`src/rtl/cfg_read_port.sv`:
```
module cfg_read_port #(
  parameter int NUM_ENTRIES = 8,
  parameter int MAX_LEN     = 16,
  parameter int DATA_BYTES  = 1,
  parameter bit COMBINED    = 1'b0,
  localparam int EW = $clog2(NUM_ENTRIES),
  localparam int OW = $clog2(MAX_LEN),
  localparam int LW = $clog2(MAX_LEN + 1)
) (
  input  logic          clk,
  input  logic          rst,
  input  logic          bus_valid,
  input  logic          bus_we,
  input  logic          bus_addr,
  input  logic [2:0]    bus_size,
  input  logic [31:0]   bus_wdata,
  output logic [31:0]   bus_rdata,
  input  logic          ld_we,
  input  logic          ld_len_we,
  input  logic          ld_bank,
  input  logic [EW-1:0] ld_entry,
  input  logic [OW-1:0] ld_off,
  input  logic [7:0]    ld_byte,
  input  logic [LW-1:0] ld_len
);
  localparam int SLOTS = 2 * NUM_ENTRIES;
  localparam int DEPTH = SLOTS * MAX_LEN;
  localparam int AW    = $clog2(DEPTH);
  localparam int PW    = LW + 3;

  logic [7:0]    mem  [DEPTH];
  logic [LW-1:0] lens [SLOTS];

  logic [15:0]   sel_q;
  logic          inv_q;
  logic [LW-1:0] off_q;
  logic [31:0]   rdata_q;

  logic sel_wr, dat_acc;

  generate
    if (COMBINED) begin : g_comb
      assign sel_wr  = bus_valid & bus_we & (bus_size == 3'd2);
      assign dat_acc = bus_valid & (bus_size == 3'd1) & ~bus_addr;
    end else begin : g_split
      assign sel_wr  = bus_valid & bus_we & ~bus_addr & (bus_size == 3'd2);
      assign dat_acc = bus_valid & bus_addr & (bus_size != 3'd0) &
                       (bus_size <= 3'(DATA_BYTES));
    end
  endgenerate

  wire rd_acc  = dat_acc & ~bus_we;
  wire data_wr = dat_acc & bus_we;

  wire [EW:0]    slot    = {sel_q[15], sel_q[EW-1:0]};
  wire [LW-1:0]  cur_len = lens[slot];
  wire [AW-1:0]  base    = AW'(slot) * AW'(MAX_LEN);
  wire [AW-1:0]  ld_addr = AW'({ld_bank, ld_entry}) * AW'(MAX_LEN) + AW'(ld_off);
  wire           new_inv = bus_wdata[13:0] >= 14'(NUM_ENTRIES);

  logic [31:0]   pack;
  logic [2:0]    adv;
  logic [PW-1:0] pos;
  logic          ok;

  always_comb begin
    pack = '0;
    adv  = '0;
    pos  = '0;
    ok   = 1'b0;
    for (int k = 0; k < 4; k++) begin
      pos = PW'(off_q) + PW'(k);
      ok  = ~inv_q && (pos < PW'(cur_len));
      if (3'(k) < bus_size) begin
        pack = {pack[23:0], ok ? mem[base + AW'(pos)] : 8'h00};
        if (ok) adv = adv + 3'd1;
      end
    end
  end

  always_ff @(posedge clk) begin
    if (ld_we)     mem[ld_addr]                <= ld_byte;
    if (ld_len_we) lens[{ld_bank, ld_entry}]  <= ld_len;
  end

  always_ff @(posedge clk) begin
    if (rst) begin
      sel_q   <= '0;
      inv_q   <= 1'b0;
      off_q   <= '0;
      rdata_q <= '0;
    end else begin
      if (sel_wr) begin
        sel_q <= bus_wdata[15:0];
        inv_q <= new_inv;
        off_q <= '0;
      end else if (rd_acc) begin
        off_q <= off_q + LW'(adv);
      end
      if (bus_valid && !bus_we) rdata_q <= rd_acc ? pack : 32'h0;
    end
  end

  assign bus_rdata = rdata_q;

  a_r1_sel_rewinds: assert property (@(posedge clk) disable iff (rst)
    sel_wr |=> (off_q == '0));

  a_r6_invalid_reads_zero: assert property (@(posedge clk) disable iff (rst)
    (rd_acc && inv_q) |=> (bus_rdata == 32'h0) && $stable(off_q));

  a_r7_write_ignored: assert property (@(posedge clk) disable iff (rst)
    data_wr |=> $stable(off_q) && $stable(sel_q) && $stable(inv_q));

  a_r10_reject_holds: assert property (@(posedge clk) disable iff (rst)
    (bus_valid && !sel_wr && !dat_acc) |=> $stable(off_q) && $stable(sel_q));

  a_r10_reject_reads_zero: assert property (@(posedge clk) disable iff (rst)
    (bus_valid && !bus_we && !dat_acc) |=> (bus_rdata == 32'h0));

  a_r3_advance_bounded: assert property (@(posedge clk) disable iff (rst)
    rd_acc |=> ((off_q - $past(off_q)) <= LW'($past(bus_size))));

endmodule

```
`config.mk`:
```
export PLATFORM = sky130hd
export DESIGN_NAME = cfg_read_port
export DESIGN_NICKNAME = d
export VERILOG_FILES = /design/src/rtl/cfg_read_port.sv
export SDC_FILE = /design/constraint.sdc
export NUM_CORES = 2
export LEC_CHECK = 0
export BUFFER_PORTS_ARGS = -buffer_cell sky130_fd_sc_hd__buf_2
export CAP_MARGIN = 20
export CORE_UTILIZATION = 24
export DETAILED_ROUTE_END_ITERATION = 12
export GPL_TIMING_DRIVEN = 1
export PLACE_DENSITY = 0.49
export SLEW_MARGIN = 20
export SYNTH_ARGS = -nofsm -noshare
export SYNTH_HDL_FRONTEND = slang
export SYNTH_SLANG_ARGS = --single-unit
```
`constraint.sdc`:
```
create_clock -name clk -period 10.75 [get_ports clk]
set_clock_uncertainty 0.1 [all_clocks]
set_input_delay 2.15 -clock clk [delete_from_list [all_inputs] [get_ports clk]]
set_output_delay 2.15 -clock clk [all_outputs]
set_load 0.05 [all_outputs]
```
==> impl_metrics.csv <==
group,metric,value,unit
clock_tree,clk_latency,0.95,ns
clock_tree,numClockSinks,2174,
clock_tree,cts_hold_repair.buffers,0,
clock_tree,cts_tree,"done",
logic_synthesis,synthMuxAreaShare,33.34,%
floorplan,die_area,499000,um^2
setup_path,criticalPathCategory,"flip-flop to flip-flop",
floorplan,dieWidth,706.4,um
clock_tree,clk_root_buffer_cell,"clkbuf_16",
logic_synthesis,synth_flop_cell,"edfxtp_1",
timing,setup_violations,0,
power,leakage,0.03984,uW
timing,rsz0062_at_grt,"no",
routing,drtIter0Drc,11490,
routing,drt-total-wl,475.1,mm
timing,worst_slack,3.516,ns
routing,wl_met1,180.8,mm
global_route,grt_util_all_layers,18.38,%
setup_path,worstSetupEndpointType,"flip-flop",
setup_path,crit_required,11.52,ns
finish,post-route-util,27.56,%
routing,top_layer,"met5",
timing,fin_crit_sh,67.29,%
power,p_per_area,137.0,nW/um^2
logic_synthesis,synth_compound_area_share,4.856,%
timing,worst_slew_pin_slew,1.248,ns
logic_synthesis,avgSynthCellArea,17.58,um^2
finish,final_layout_size_suffix_gt1_share,35.77,%
timing,tns,0,ns
finish,postLayoutCellArea,136100,um^2
logic_synthesis,synth_area_leaders,"edfxtp_1 (54%), mux4_2 (30%), mux2i_1 (3.6%), nor2_1 (1.4%), a221oi_1 (1.3%)",
clock_tree,cts.reportedPaths.clkPinSlew,0.07,ns
routing,via_per_inst,5.762,
logic_synthesis,async_flop_share,0,%
logic_synthesis,yosysMostFrequentCell,"edfxtp_1",
logic_synthesis,ys_seq_area_share,54.43,%
routing,route.detailed.drc,0,
clock_tree,cts_resized,0,
logic_synthesis,synth-edff-count,2128,
routing,ant_nets,0,
logic_synthesis,yosysTopAreaCell,"edfxtp_1",
power,ir_drop,131.7,uV
logic_synthesis,synth_xor_area_share,0.1671,%
routing,drt_pre_antenna_iters,6,
placed_design,dp_hpwl,306.1,mm
routing,dr_total_vias,78200,
setup_path,crit_arrival,8.00,ns
setup_path,crit_fanout,26,
timing,final-hold-violation-count,0,
logic_synthesis,yosysUniqueCellTypes,76,
logic_synthesis,synth_nets,6873,
job,drv_cap,0,
timing,fmax,0.1382,GHz
timing,slew_violations,0,
global_route,grt_max_degree,131,
floorplan,fp.coreArea,493900,um^2
global_route,grt_pass1_wl,649.6,mm
logic_synthesis,yosysWarnings,0,
logic_synthesis,syn_area,119100,um^2
placed_design,gp_congestion,0.9050,
finish,nets,6961,
floorplan,io_pins,95,
logic_synthesis,synthCells,6772,
clock_tree,ctsLongestPathBuffers,4,
logic_synthesis,synth_common_cells,"edfxtp_1 (2,128), mux4_2 (1,569), nor2_1 (457), mux2i_1 (428), nand2_1 (247)",
global_route,grt_pass1_vias,76690,
setup_path,cp-start-kind,"flip-flop",
floorplan,die_y,706.4,um
clock_tree,cts_setup_buffers,0,
routing,wl_met3,55.33,mm
routing,wl_met2,211.6,mm
global_route,antenna_found_initial,24,
placed_design,place_area,127900,um^2
finish,area_growth,14.32,%
routing,wl_per_cell,35.01,um
timing,relSlewSlack,16.21,%
logic_synthesis,synth_top_area_share,53.66,%
logic_synthesis,synth-seq-cells,2174,
floorplan,start_util,24.11,%
logic_synthesis,synth_top_family_by_area,"multiplexers",
placed_design,port_buffers,77,
hold_path,hp-class,"flip-flop to flip-flop",
timing,period_minus_slack,7.234,ns
clock_tree,h-tree-depth,4,
global_route,grt-ovfl-total,0,
outcome,status,"finished clean",
logic_synthesis,synth-adder-area-share,0.4245,%
placed_design,preCtsSetupSlack,3.674,ns
floorplan,row_count,258,
logic_synthesis,yosys.area_share.simple,3.857,%
clock_tree,cts_buffers,244,
path summary, 6_finish.rpt:
path,from,end,slack [ns],depth (start not counted)
setup / recovery,off_q[3],bus_rdata[2],3.52,16
setup reg to reg,off_q[3],bus_rdata[2],3.52,16
hold / removal,bus_rdata[24],bus_rdata[24],0.36,1
hold reg to reg,bus_rdata[24],bus_rdata[24],0.36,1
area by class of cell:
| type | instances | area [um^2] |
|---|---|---|
| antenna | 8 | 20.02 |
| clock buffer | 274 | 6218 |
| clock inverter | 176 | 1937 |
| fill | 49130 | 357800 |
| inverter | 27 | 138.9 |
| multi-input combinational | 3948 | 51190 |
| sequential | 2174 | 64840 |
| tap | 6500 | 8133 |
| timing repair buffer | 465 | 3659 |
logic make-up (layout without fill, tap and decap cells):
| logic type | count (synthesis) | after routing |
|---|---|---|
| other | 0 | 8 |
| AO/OA/AOI/OAI | 855 | 855 |
| XOR/XNOR | 21 | 21 |
| buffers and inverters | 650 | 942 |
| adder cells (fa/ha/maj) | 38 | 38 |
| flip-flops | 2174 | 2174 |
| multiplexers | 2004 | 2004 |
| AND/OR/NAND/NOR | 1030 | 1030 |
cell usage in the layout (no fill, tap or decap), drive strengths merged, types with 15 or more instances in the layout:
| cell type | count |
|---|---|
| nor2 | 457 |
| o211ai | 35 |
| a211oi | 28 |
| mux2i | 428 |
| nor3 | 67 |
| nor4 | 32 |
| or4 | 38 |
| a21oi | 93 |
| clkinvlp | 18 |
| inv | 36 |
| a22oi | 31 |
| and2 | 27 |
| nand2 | 249 |
| o22ai | 224 |
| a221oi | 171 |
| edfxtp | 2128 |
| mux4 | 1569 |
| or3 | 17 |
| bufinv | 35 |
| buf | 460 |
| clkbuf | 279 |
| ha | 34 |
| a31oi | 48 |
| nor2b | 15 |
| clkinv | 114 |
| dfxtp | 46 |
| nand3 | 81 |
| o21ai | 149 |
flip-flops by register name (all words and copies together) (netlist names), named ones only:
signal	count
off_q	5
lens	80
bus_rdata	32
sel_q	4
inv_q	1
mem	2048
power by group:
group	switching, uW	internal (uW)
sequential	15.9	9320
combinational	448	215
clock	3650	5000
total	4110	14500
stage by stage:
| step | instances | hold slack (ns) | power, uW |
|---|---|---|---|
| final | 13570 | 0.3587 | 18650 |
| after global routing | 13560 | 0.3717 | 19070 |
| after global placement | 13110 | 0.3387 | 10160 |
| after floorplan | 6772 | 0.4431 | 9845 |
| after detailed placement | 13110 | 0.3414 | 10170 |
| after CTS | 13560 | 0.3570 | 18760 |
routing by layer:
layer  vias to the layer above  GRT usage (%)
met5                         -              0
met4                        20          8.805
met3                      1026          5.094
met2                      5637          28.00
met1                     41920          24.16
li1                      29600              -
critical path: stages, from the launching register on:
cell	delay, ns
dfxtp_4	0.83
nand2_1	0.58
nor2_1	0.25
xor2_1	0.27
ha_1	0.23
inv_1	0.07
fa_1	0.88
nand2b_1	0.20
or2_4	0.70
buf_4	0.54
buf_4	0.37
o22ai_1	0.14
or3_1	0.38
nor3_1	0.74
or4_1	0.46
a22oi_1	0.12
a41oi_1	0.23
Note: power is estimated with default switching activity, not from simulation.
